### src/rtl/ocbus_rx_pkg.sv
package ocbus_rx_pkg;
  typedef enum logic [2:0] {
    S_IDLE,
    S_WAIT_RDY,
    S_WINDOW,
    S_EOI_PULL,
    S_BIT_HI,
    S_BIT_LO,
    S_ACK_HOLD
  } rx_state_e;

  localparam int STAT_W       = 8;
  localparam int STAT_EOI_BIT = 6;
  localparam int STAT_TMO_BIT = 1;
endpackage

### src/rtl/ocbus_line_cond.sv
module ocbus_line_cond #(
  parameter int SYNC_STAGES = 2,
  parameter bit RST_LVL     = 1'b1
) (
  input  logic clk,
  input  logic rst_n,
  input  logic raw_i,
  output logic lvl_o
);
  logic [SYNC_STAGES-1:0] sync_q;
  logic                   prev_q;
  logic                   lvl_q;
  logic                   lvl_d;
  logic                   newest;

  assign newest = sync_q[SYNC_STAGES-1];

  // accept a level only when two consecutive synchronized reads agree
  always_comb begin
    lvl_d = lvl_q;
    if (newest == prev_q) lvl_d = newest;
  end

  generate
    if (SYNC_STAGES > 1) begin : g_chain
      always_ff @(posedge clk or negedge rst_n) begin
        if (!rst_n) sync_q <= {SYNC_STAGES{RST_LVL}};
        else        sync_q <= {sync_q[SYNC_STAGES-2:0], raw_i};
      end
    end else begin : g_single
      always_ff @(posedge clk or negedge rst_n) begin
        if (!rst_n) sync_q <= RST_LVL;
        else        sync_q <= raw_i;
      end
    end
  endgenerate

  always_ff @(posedge clk or negedge rst_n) begin
    if (!rst_n) begin
      prev_q <= RST_LVL;
      lvl_q  <= RST_LVL;
    end else begin
      prev_q <= newest;
      lvl_q  <= lvl_d;
    end
  end

  assign lvl_o = lvl_q;
endmodule

### src/rtl/ocbus_tick_timer.sv
module ocbus_tick_timer #(
  parameter int CW = 9
) (
  input  logic          clk,
  input  logic          rst_n,
  input  logic          restart_i,
  input  logic          tick_i,
  input  logic [CW-1:0] limit_i,
  output logic          expired_o
);
  logic [CW-1:0] cnt_q;
  logic [CW-1:0] cnt_d;
  logic          cnt_en;

  assign expired_o = (cnt_q >= limit_i);
  assign cnt_en    = restart_i | (tick_i & ~expired_o);

  always_comb begin
    cnt_d = cnt_q;
    if (restart_i)   cnt_d = '0;
    else if (cnt_en) cnt_d = cnt_q + 1'b1;
  end

  always_ff @(posedge clk or negedge rst_n) begin
    if (!rst_n)      cnt_q <= '0;
    else if (cnt_en) cnt_q <= cnt_d;
  end
endmodule

### src/rtl/ocbus_byte_rx.sv
module ocbus_byte_rx
  import ocbus_rx_pkg::*;
#(
  parameter int DATA_W      = 8,
  parameter int WIN_TICKS   = 256,
  parameter int EOI_TICKS   = 40,
  parameter int ACK_TICKS   = 60,
  parameter int SYNC_STAGES = 2
) (
  input  logic              clk,
  input  logic              rst_n,
  input  logic              tick_i,
  input  logic              start_i,
  input  logic              status_clr_i,
  input  logic              clk_line_i,
  input  logic              dat_line_i,
  output logic              dat_pull_o,
  output logic              busy_o,
  output logic              byte_vld_o,
  output logic [DATA_W-1:0] byte_o,
  output logic              eoi_o,
  output logic [STAT_W-1:0] status_o
);
  localparam int MAX_T = (WIN_TICKS > EOI_TICKS) ?
                         ((WIN_TICKS > ACK_TICKS) ? WIN_TICKS : ACK_TICKS) :
                         ((EOI_TICKS > ACK_TICKS) ? EOI_TICKS : ACK_TICKS);
  localparam int TCW   = $clog2(MAX_T + 1);
  localparam int BCW   = (DATA_W > 1) ? $clog2(DATA_W) : 1;
  localparam logic [TCW-1:0] LIM_WIN = TCW'(WIN_TICKS);
  localparam logic [TCW-1:0] LIM_EOI = TCW'(EOI_TICKS);
  localparam logic [TCW-1:0] LIM_ACK = TCW'(ACK_TICKS);
  localparam logic [BCW-1:0] LAST_BIT = BCW'(DATA_W - 1);

  rx_state_e         state_q, state_d;
  logic [DATA_W-1:0] sh_q, sh_d;
  logic [BCW-1:0]    bit_q, bit_d;
  logic              eoi_q, eoi_d;
  logic              hold_q, hold_d;
  logic              vld_q, vld_d;
  logic [STAT_W-1:0] stat_q, stat_d;

  logic              clk_lvl, dat_lvl;
  logic              tmr_restart, tmr_expired;
  logic [TCW-1:0]    tmr_limit;

  ocbus_line_cond #(.SYNC_STAGES(SYNC_STAGES), .RST_LVL(1'b1)) u_clk_cond (
    .clk(clk), .rst_n(rst_n), .raw_i(clk_line_i), .lvl_o(clk_lvl)
  );

  ocbus_line_cond #(.SYNC_STAGES(SYNC_STAGES), .RST_LVL(1'b1)) u_dat_cond (
    .clk(clk), .rst_n(rst_n), .raw_i(dat_line_i), .lvl_o(dat_lvl)
  );

  // one shared timer, restarted on every state change
  always_comb begin
    case (state_q)
      S_EOI_PULL: tmr_limit = LIM_EOI;
      S_ACK_HOLD: tmr_limit = LIM_ACK;
      default:    tmr_limit = LIM_WIN;
    endcase
  end

  assign tmr_restart = (state_d != state_q);

  ocbus_tick_timer #(.CW(TCW)) u_timer (
    .clk(clk), .rst_n(rst_n), .restart_i(tmr_restart), .tick_i(tick_i),
    .limit_i(tmr_limit), .expired_o(tmr_expired)
  );

  always_comb begin
    state_d = state_q;
    sh_d    = sh_q;
    bit_d   = bit_q;
    eoi_d   = eoi_q;
    hold_d  = hold_q;
    vld_d   = 1'b0;
    stat_d  = status_clr_i ? '0 : stat_q;

    case (state_q)
      S_IDLE: begin
        if (start_i) begin
          state_d = S_WAIT_RDY;
          eoi_d   = 1'b0;
          bit_d   = '0;
        end
      end
      S_WAIT_RDY: begin
        if (clk_lvl) state_d = S_WINDOW;
      end
      S_WINDOW: begin
        if (!clk_lvl) begin
          state_d = S_BIT_HI;
        end else if (tmr_expired) begin
          if (eoi_q) begin
            stat_d[STAT_TMO_BIT] = 1'b1;
            hold_d  = 1'b0;
            state_d = S_IDLE;
          end else begin
            stat_d[STAT_EOI_BIT] = 1'b1;
            eoi_d   = 1'b1;
            state_d = S_EOI_PULL;
          end
        end
      end
      S_EOI_PULL: begin
        if (tmr_expired) state_d = S_WINDOW;
      end
      S_BIT_HI: begin
        if (clk_lvl) begin
          sh_d    = {dat_lvl, sh_q[DATA_W-1:1]};
          state_d = S_BIT_LO;
        end
      end
      S_BIT_LO: begin
        if (!clk_lvl) begin
          if (bit_q == LAST_BIT) begin
            vld_d   = 1'b1;
            hold_d  = ~eoi_q;
            state_d = eoi_q ? S_ACK_HOLD : S_IDLE;
          end else begin
            bit_d   = bit_q + 1'b1;
            state_d = S_BIT_HI;
          end
        end
      end
      S_ACK_HOLD: begin
        if (tmr_expired) begin
          hold_d  = 1'b0;
          state_d = S_IDLE;
        end
      end
      default: state_d = S_IDLE;
    endcase
  end

  always_ff @(posedge clk or negedge rst_n) begin
    if (!rst_n) begin
      state_q <= S_IDLE;
      sh_q    <= '0;
      bit_q   <= '0;
      eoi_q   <= 1'b0;
      hold_q  <= 1'b0;
      vld_q   <= 1'b0;
      stat_q  <= '0;
    end else begin
      state_q <= state_d;
      sh_q    <= sh_d;
      bit_q   <= bit_d;
      eoi_q   <= eoi_d;
      hold_q  <= hold_d;
      vld_q   <= vld_d;
      stat_q  <= stat_d;
    end
  end

  always_comb begin
    case (state_q)
      S_IDLE:     dat_pull_o = hold_q;
      S_WAIT_RDY,
      S_EOI_PULL,
      S_ACK_HOLD: dat_pull_o = 1'b1;
      default:    dat_pull_o = 1'b0;
    endcase
  end

  assign busy_o     = (state_q != S_IDLE);
  assign byte_vld_o = vld_q;
  assign byte_o     = sh_q;
  assign eoi_o      = vld_q & eoi_q;
  assign status_o   = stat_q;
endmodule

### config.mk
export PLATFORM = sky130hd
export DESIGN_NAME = ocbus_byte_rx
export DESIGN_NICKNAME = d
export VERILOG_FILES = /design/src/rtl/ocbus_rx_pkg.sv /design/src/rtl/ocbus_line_cond.sv /design/src/rtl/ocbus_tick_timer.sv /design/src/rtl/ocbus_byte_rx.sv
export SDC_FILE = /design/constraint.sdc
export NUM_CORES = 1
export LEC_CHECK = 0
export BUFFER_PORTS_ARGS = -buffer_cell sky130_fd_sc_hd__buf_2
export CAP_MARGIN = 20
export CORE_MARGIN = 2
export CORE_UTILIZATION = 38
export CTS_BUF_LIST = sky130_fd_sc_hd__clkbuf_2 sky130_fd_sc_hd__clkbuf_4 sky130_fd_sc_hd__clkbuf_8
export CTS_CLUSTER_SIZE = 14
export DETAILED_ROUTE_END_ITERATION = 6
export GPL_TIMING_DRIVEN = 0
export SETUP_SLACK_MARGIN = 0.15
export SLEW_MARGIN = 20
export SYNTH_ARGS = -nofsm -noshare
export SYNTH_HDL_FRONTEND = slang
export SYNTH_SLANG_ARGS = --single-unit
### constraint.sdc
create_clock -name clk -period 2.77 [get_ports clk]
set_clock_uncertainty 0.15 [all_clocks]
set_input_delay 0.554 -clock clk [delete_from_list [all_inputs] [get_ports clk]]
set_output_delay 0.554 -clock clk [all_outputs]
set_load 0.02 [all_outputs]
-- Word-level counts from Yosys, hierarchy flattened
Index checks and enable logic that the tools add are counted.
Widths: inputs -> output; s select.
- add/sub/neg operators: 2
- order comparisons: 1
- equal/unequal tests: 18
- muxes and demuxes: 42
- bitwise operators: 5
- reduce and logical (&&, ||, !) cells: 10
- operator list (cell ; number):
    $mux 3 ; 13
    $pmux 3 s7 ; 1
    $mux 1 ; 20
    $pmux 9 s2 ; 1
    $eq 3x3->1 const B ; 4
    $ne 2x2->1 const B ; 5
    $add 9x1->9 const B ; 1
    $ge 9x9->1 ; 1
    $mux 9 ; 1
    $reduce_and 4->1 ; 2
    $mux 7 ; 1
    $reduce_and 7->1 ; 1
    $eq 3x2->1 const B ; 2
    $ne 2x1->1 const B ; 3
    $pmux 3 s2 ; 1
    $reduce_bool 3->1 ; 2
    $pmux 1 s2 ; 2
    $reduce_bool 2->1 ; 2
    $add 3x1->3 const B ; 1
    $eq 3x1->1 const B ; 1
    $logic_not 3->1 ; 1
    $ne 3x3->1 ; 1
    $pmux 1 s3 ; 1
    $reduce_or 3->1 ; 1
    6 further kinds ; 9
- register bits after elaboration: 36
- input port bits: 7
- output and inout bits: 20
- logic and storage cells: 92

-- Logic depth before layout (Yosys ltp)
- word-level depth: 8
- depth in mapped cells: 11
- depth with buffers taken out: 10

-- Hierarchy
Synthesis repeated with hierarchy kept, for this count alone.
- cell total of the unflattened synthesis: 201
- area, all modules: 2103.3 um^2
- modules (own cells, without submodules) (module ; instances ; cells an instance ; area an instance (um^2) ; sequential area each (um^2)):
    ocbus_byte_rx ; 1 ; 109 ; 1128.6 ; 475.5
    ocbus_tick_timer ; 1 ; 82 ; 742.0 ; 225.2
    ocbus_line_cond ; 2 ; 5 ; 116.4 ; 105.1

-- Worst setup path before layout
No wires, ideal clock.
- path type: register to register
- start: reg state_q[0]
- end: reg u_timer.cnt_q[0]
- setup time: 0.134 ns
- arrival: 2.556 ns
- required time: 2.486 ns
- path slack: -0.070 ns
- cell stages (with the launch flop): 12
- path buffers: 1
- period minus slack after synthesis: 2.840 ns
- path through: dfrtp_1 clkbuf_1 xor2_1 and2_1 inv_1 ha_1 nor2b_1 o21ai_1 a2111o_1 and3_1 o31ai_4 nor2_1
- cells in the longest elaborated chain, start to end: 8
- elaborated cells between the ends (all ways): 23
- classes of those cells: order compare: 1; eq/ne: 7; mux: 11; bitwise: 3; reduce/logical: 1
- ends and longest elaborated chain (what ; RTL line ; RTL):
    start: declaration ; ocbus_byte_rx.sv:34 ; rx_state_e state_q, state_d;
    start signal: assignment ; ocbus_byte_rx.sv:146 ; state_q <= state_d;
    $eq 3x3->1 or $eq 3x2->1 (tied branches) ; ocbus_byte_rx.sv:56, ocbus_byte_rx.sv:79 ;
    $pmux 9 s2 ; ocbus_byte_rx.sv:56 ; case (state_q)
    $ge 9x9->1 ; ocbus_tick_timer.sv:15 ; assign expired_o = (cnt_q >= limit_i);
    $mux 3 ; ocbus_byte_rx.sv:93 ; end else if (tmr_expired) begin
    $mux 3 ; ocbus_byte_rx.sv:91 ; if (!clk_lvl) begin
    $pmux 3 s7 ; ocbus_byte_rx.sv:79 ; case (state_q)
    $ne 3x3->1 ; ocbus_byte_rx.sv:63 ; assign tmr_restart = (state_d != state_q);
    $mux 9 or $or 1x1->1 (tied branches) ; ocbus_tick_timer.sv:20, ocbus_tick_timer.sv:16 ;
    end signal: assignment ; ocbus_tick_timer.sv:26 ; else if (cnt_en) cnt_q <= cnt_d;
    end: declaration ; ocbus_tick_timer.sv:11 ; logic [CW-1:0] cnt_q;
Parallel ways exist; a longest one is shown, timed or not.
A chain may end at the register's enable or synchronous reset.

-- Worst setup path in the final report
- start: reg state_q[0]
- end: reg u_timer.cnt_q[1]
The elaborated chain is that of the path after synthesis.

==> results.py <==
metrics = {
    "setup_path": {
        "crit_fanout": 5,
        "worstPathRequired_ns": 2.80,
        "cp.arrival_ns": 2.77,
        "crit_chain": "buf_8 -> xor2_1 -> and2_4 -> inv_4 -> ha_4 -> a41oi_4 -> a2111o_1 -> and3_4 -> o31ai_4 -> buf_4 -> buf_12 -> nor2_1",
        "cp-start-kind": "flop",
        "crit_path_end_kind": "flop",
        "max_stage_delay_ns": 0.50,
        "crit_path_top_delay_cell": "a2111o_1",
        "criticalPathCategory": "reg -> reg",
        "path_buf_inv": 4,
        "critPathTopFamily": "compound AO/OA/AOI/OAI gates",
    },
    "grt": {
        "grt_max_degree": 37,
        "first_global_vias": 1360,
        "grt-ovfl-total": 0,
        "grt.total_usage_pct": 14.8,
        "grt_pass1_wl_mm": 6.40,
        "antenna_found_initial": 0,
    },
    "yosys": {
        "synth.largest_area_cell": "dfrtp_1",
        "synth_top_cell_area_share_pct": 36.1,
        "yosysWarnings": 0,
        "async_flop_share_pct": 100,
        "yosys-top-cells-count": "dfrtp_1 (28), nor2_1 (21), nand2_1 (14)",
        "synth_most_common_cell": "dfrtp_1",
        "synth-seq-cells": 36,
        "synthDistinctLibCells": 45,
        "syn_area_um2": 1940,
        "ys_top_cells_by_area": "dfrtp_1 (36%), dfstp_2 (11%), mux2_2 (7.0%)",
        "synth-edff-count": 0,
        "ys_seq_area_share_pct": 47.0,
        "syn_avg_cell_area_um2": 10.4,
        "synthFlopType": "dfrtp_1",
        "syn_inst": 186,
    },
    "timing": {
        "slew_violations": 0,
        "tightest_slew_ns": 0.785,
        "holdWs_ns": 0.196,
        "final-hold-violation-count": 0,
        "fmaxAchievable_mhz": 364,
        "grt_setup_unrepaired": "true",
        "fin_crit_sh_pct": 99.1,
        "period_minus_slack_ns": 2.74,
        "setup_viol": 0,
        "slew-limit-headroom_pct": 47.6,
    },
    "die": {
        "io_pins": 27,
        "num_rows": 26,
        "floorplan.initialDensity_pct": 38.7,
        "fp.dieArea_um2": 5690,
        "core_area_um2": 5010,
        "die_w_um": 75.4,
        "fp.dieH_um": 75.4,
    },
    "pwr": {
        "peakVddDrop_mv": 0.450,
        "power.total_w": 0.00170,
        "p_per_area_nw_per_um2": 660,
        "power_leakage_nw": 1.15,
    },
    "cells_and_area": {
        "drive_gt1_share_pct": 44.8,
        "syn_to_final_growth_pct": 32.7,
        "n_antenna_cell": 0,
        "final_nets": 247,
        "fin_util_pct": 51.4,
    },
    "routing": {
        "vias": 1449,
        "drt_iter0_drc": 80,
        "drtPass1Iterations": 4,
        "via_per_inst": 4.80,
        "post-route-drc-count": 0,
        "ant_nets": 0,
        "routedWlPerCell_um": 13.1,
        "wirelength_mm": 3.94,
    },
    "hold_path": {
        "hold_path_class": "in -> async",
    },
    "run_status": {
        "outcome": "complete, no violations",
    },
    "clock_network": {
        "clockBufferDepth": 2,
        "postCtsHoldBufs": 0,
        "path_clk_slew_ns": 0.07,
        "clock_sinks": 36,
        "ctsRootBufferMaster": "clkbuf_8",
        "cts_buffers": 5,
        "clock_latency_ns": 0.29,
        "tritoncts": "done",
        "cts_htree_levels": 2,
    },
    "place": {
        "portBuffers": 20,
        "hpwl_mm": 2.58,
        "gp_congestion": 0.793,
    },
    "run": {
        "max-cap-violations": 0,
    },
}
what timing repair did:
item | in CTS | in global routing
endpoints found under the hold margin | 0 | 0
setup endpoints to repair | 15 | 14
gates cloned | 1 | 0
resized for setup | 21 | 11
pin swaps | 7 | 6
setup buffers | 11 | 1
state kept, by name (all words and copies together) (netlist names):
register,cells
status_o,2
u_dat_cond.sync_q,2
u_clk_cond.sync_q,2
u_timer.cnt_q,9
u_clk_cond.lvl_o,1
eoi_q,1
hold_q,1
u_dat_cond.lvl_o,1
u_dat_cond.prev_q,1
byte_o,8
bit_q,3
state_q,3
byte_vld_o,1
u_clk_cond.prev_q,1
cell usage in the layout (no fill, tap or decap), types with 2 or more instances in the layout:
| master | Yosys | routed |
|---|---|---|
| a21oi_1 | 8 | 5 |
| ha_1 | 9 | 7 |
| buf_2 | 2 | 22 |
| inv_1 | 9 | 8 |
| nand2b_1 | 4 | 4 |
| nor2_1 | 21 | 15 |
| buf_12 | 0 | 2 |
| dfrtp_2 | 0 | 3 |
| nor2_2 | 0 | 6 |
| nand2_1 | 14 | 14 |
| maj3_1 | 2 | 2 |
| clkbuf_8 | 0 | 6 |
| o21ai_0 | 3 | 3 |
| xnor2_1 | 8 | 8 |
| dfstp_2 | 8 | 8 |
| nor4_1 | 5 | 4 |
| nor3_1 | 4 | 4 |
| dfrtp_1 | 28 | 25 |
| a22o_1 | 2 | 2 |
| ha_4 | 0 | 2 |
| buf_4 | 6 | 16 |
| a21oi_2 | 1 | 3 |
| mux2_2 | 12 | 11 |
| and3_1 | 3 | 2 |
| nand4_1 | 4 | 4 |
| conb_1 | 1 | 6 |
metal layers:
layer / track usage (%) / vias to the layer above / routed length (µm)
met5: 0 / - / 0
met3: 3.31 / 4 / 106
met4: 5.46 / 0 / 38
li1: - / 730 / -
met1: 20.4 / 694 / 1870
met2: 23.0 / 21 / 1930
final cells by class:
type | count | area [µm²]
inverters | 10 | 40.0
plain buffers | 12 | 95.1
clock inverters | 2 | 35.0
well taps | 70 | 87.6
flip-flops and latches | 36 | 915
multi-input cells | 133 | 1080
clock buffers | 6 | 76.3
fillers | 463 | 2440
repair buffers | 33 | 246
where the power goes:
group / total [W] / switching, W / internal [W]
combinational: 0.000536 / 0.000272 / 0.000264
sequential: 0.000702 / 0.0000712 / 0.000631
clock: 0.000462 / 0.000185 / 0.000277
worst paths after layout:
check / start / endpoint / slack (ns) / cells after the start
max: state_q[0]$_DFF_PN0_ / u_timer.cnt_q[1]$_DFFE_PN0P_ / 0.03 / 12
min: rst_n / u_timer.cnt_q[5]$_DFFE_PN0P_ / 0.20 / 1
max reg2reg: state_q[0]$_DFF_PN0_ / u_timer.cnt_q[1]$_DFFE_PN0P_ / 0.03 / 12
min reg2reg: u_dat_cond.sync_q[0]$_DFF_PN1_ / u_dat_cond.sync_q[1]$_DFF_PN1_ / 0.21 / 0
max in group asynchronous: rst_n / state_q[0]$_DFF_PN0_ / 1.73 / 1
min in group clk: u_dat_cond.sync_q[0]$_DFF_PN1_ / u_dat_cond.sync_q[1]$_DFF_PN1_ / 0.21 / 0
cell families (layout without fill, tap and decap cells):
family / Yosys count / in the layout / share of synthesized area, %
XOR/XNOR: 9 / 9 / 4.06
AND/OR/NAND/NOR: 66 / 66 / 17.7
adder cells (fa/ha/maj): 11 / 11 / 6.84
flip-flops: 36 / 36 / 47.0
AO/OA/AOI/OAI: 28 / 28 / 11.2
other: 1 / 6 / 0.193
multiplexers: 13 / 13 / 7.48
buffers and inverters: 22 / 63 / 5.55
through the flow:
stage	TNS (ns)	cells	setup slack, ns	cell area, µm²
3_5_place_dp	-2.00	281	-0.233	2190
3_3_place_gp	-1.99	281	-0.224	2190
5_1_grt	-0.324	302	-0.0560	2570
2_1_floorplan	0	191	0.149	2010
4_1_cts	0	301	0.000791	2510
6_report	0	302	0.0257	2570
worst reg2reg max path: cells and delay by family (launching register included):
| family | cells | cell delay, ns |
|---|---|---|
| AO/OA/AOI/OAI | 3 | 0.84 |
| XOR/XNOR | 1 | 0.12 |
| adder cells (fa/ha/maj) | 1 | 0.27 |
| buffers and inverters | 4 | 0.44 |
| flip-flops | 1 | 0.43 |
| AND/OR/NAND/NOR | 3 | 0.40 |
Power figures use the tool's default switching activity.
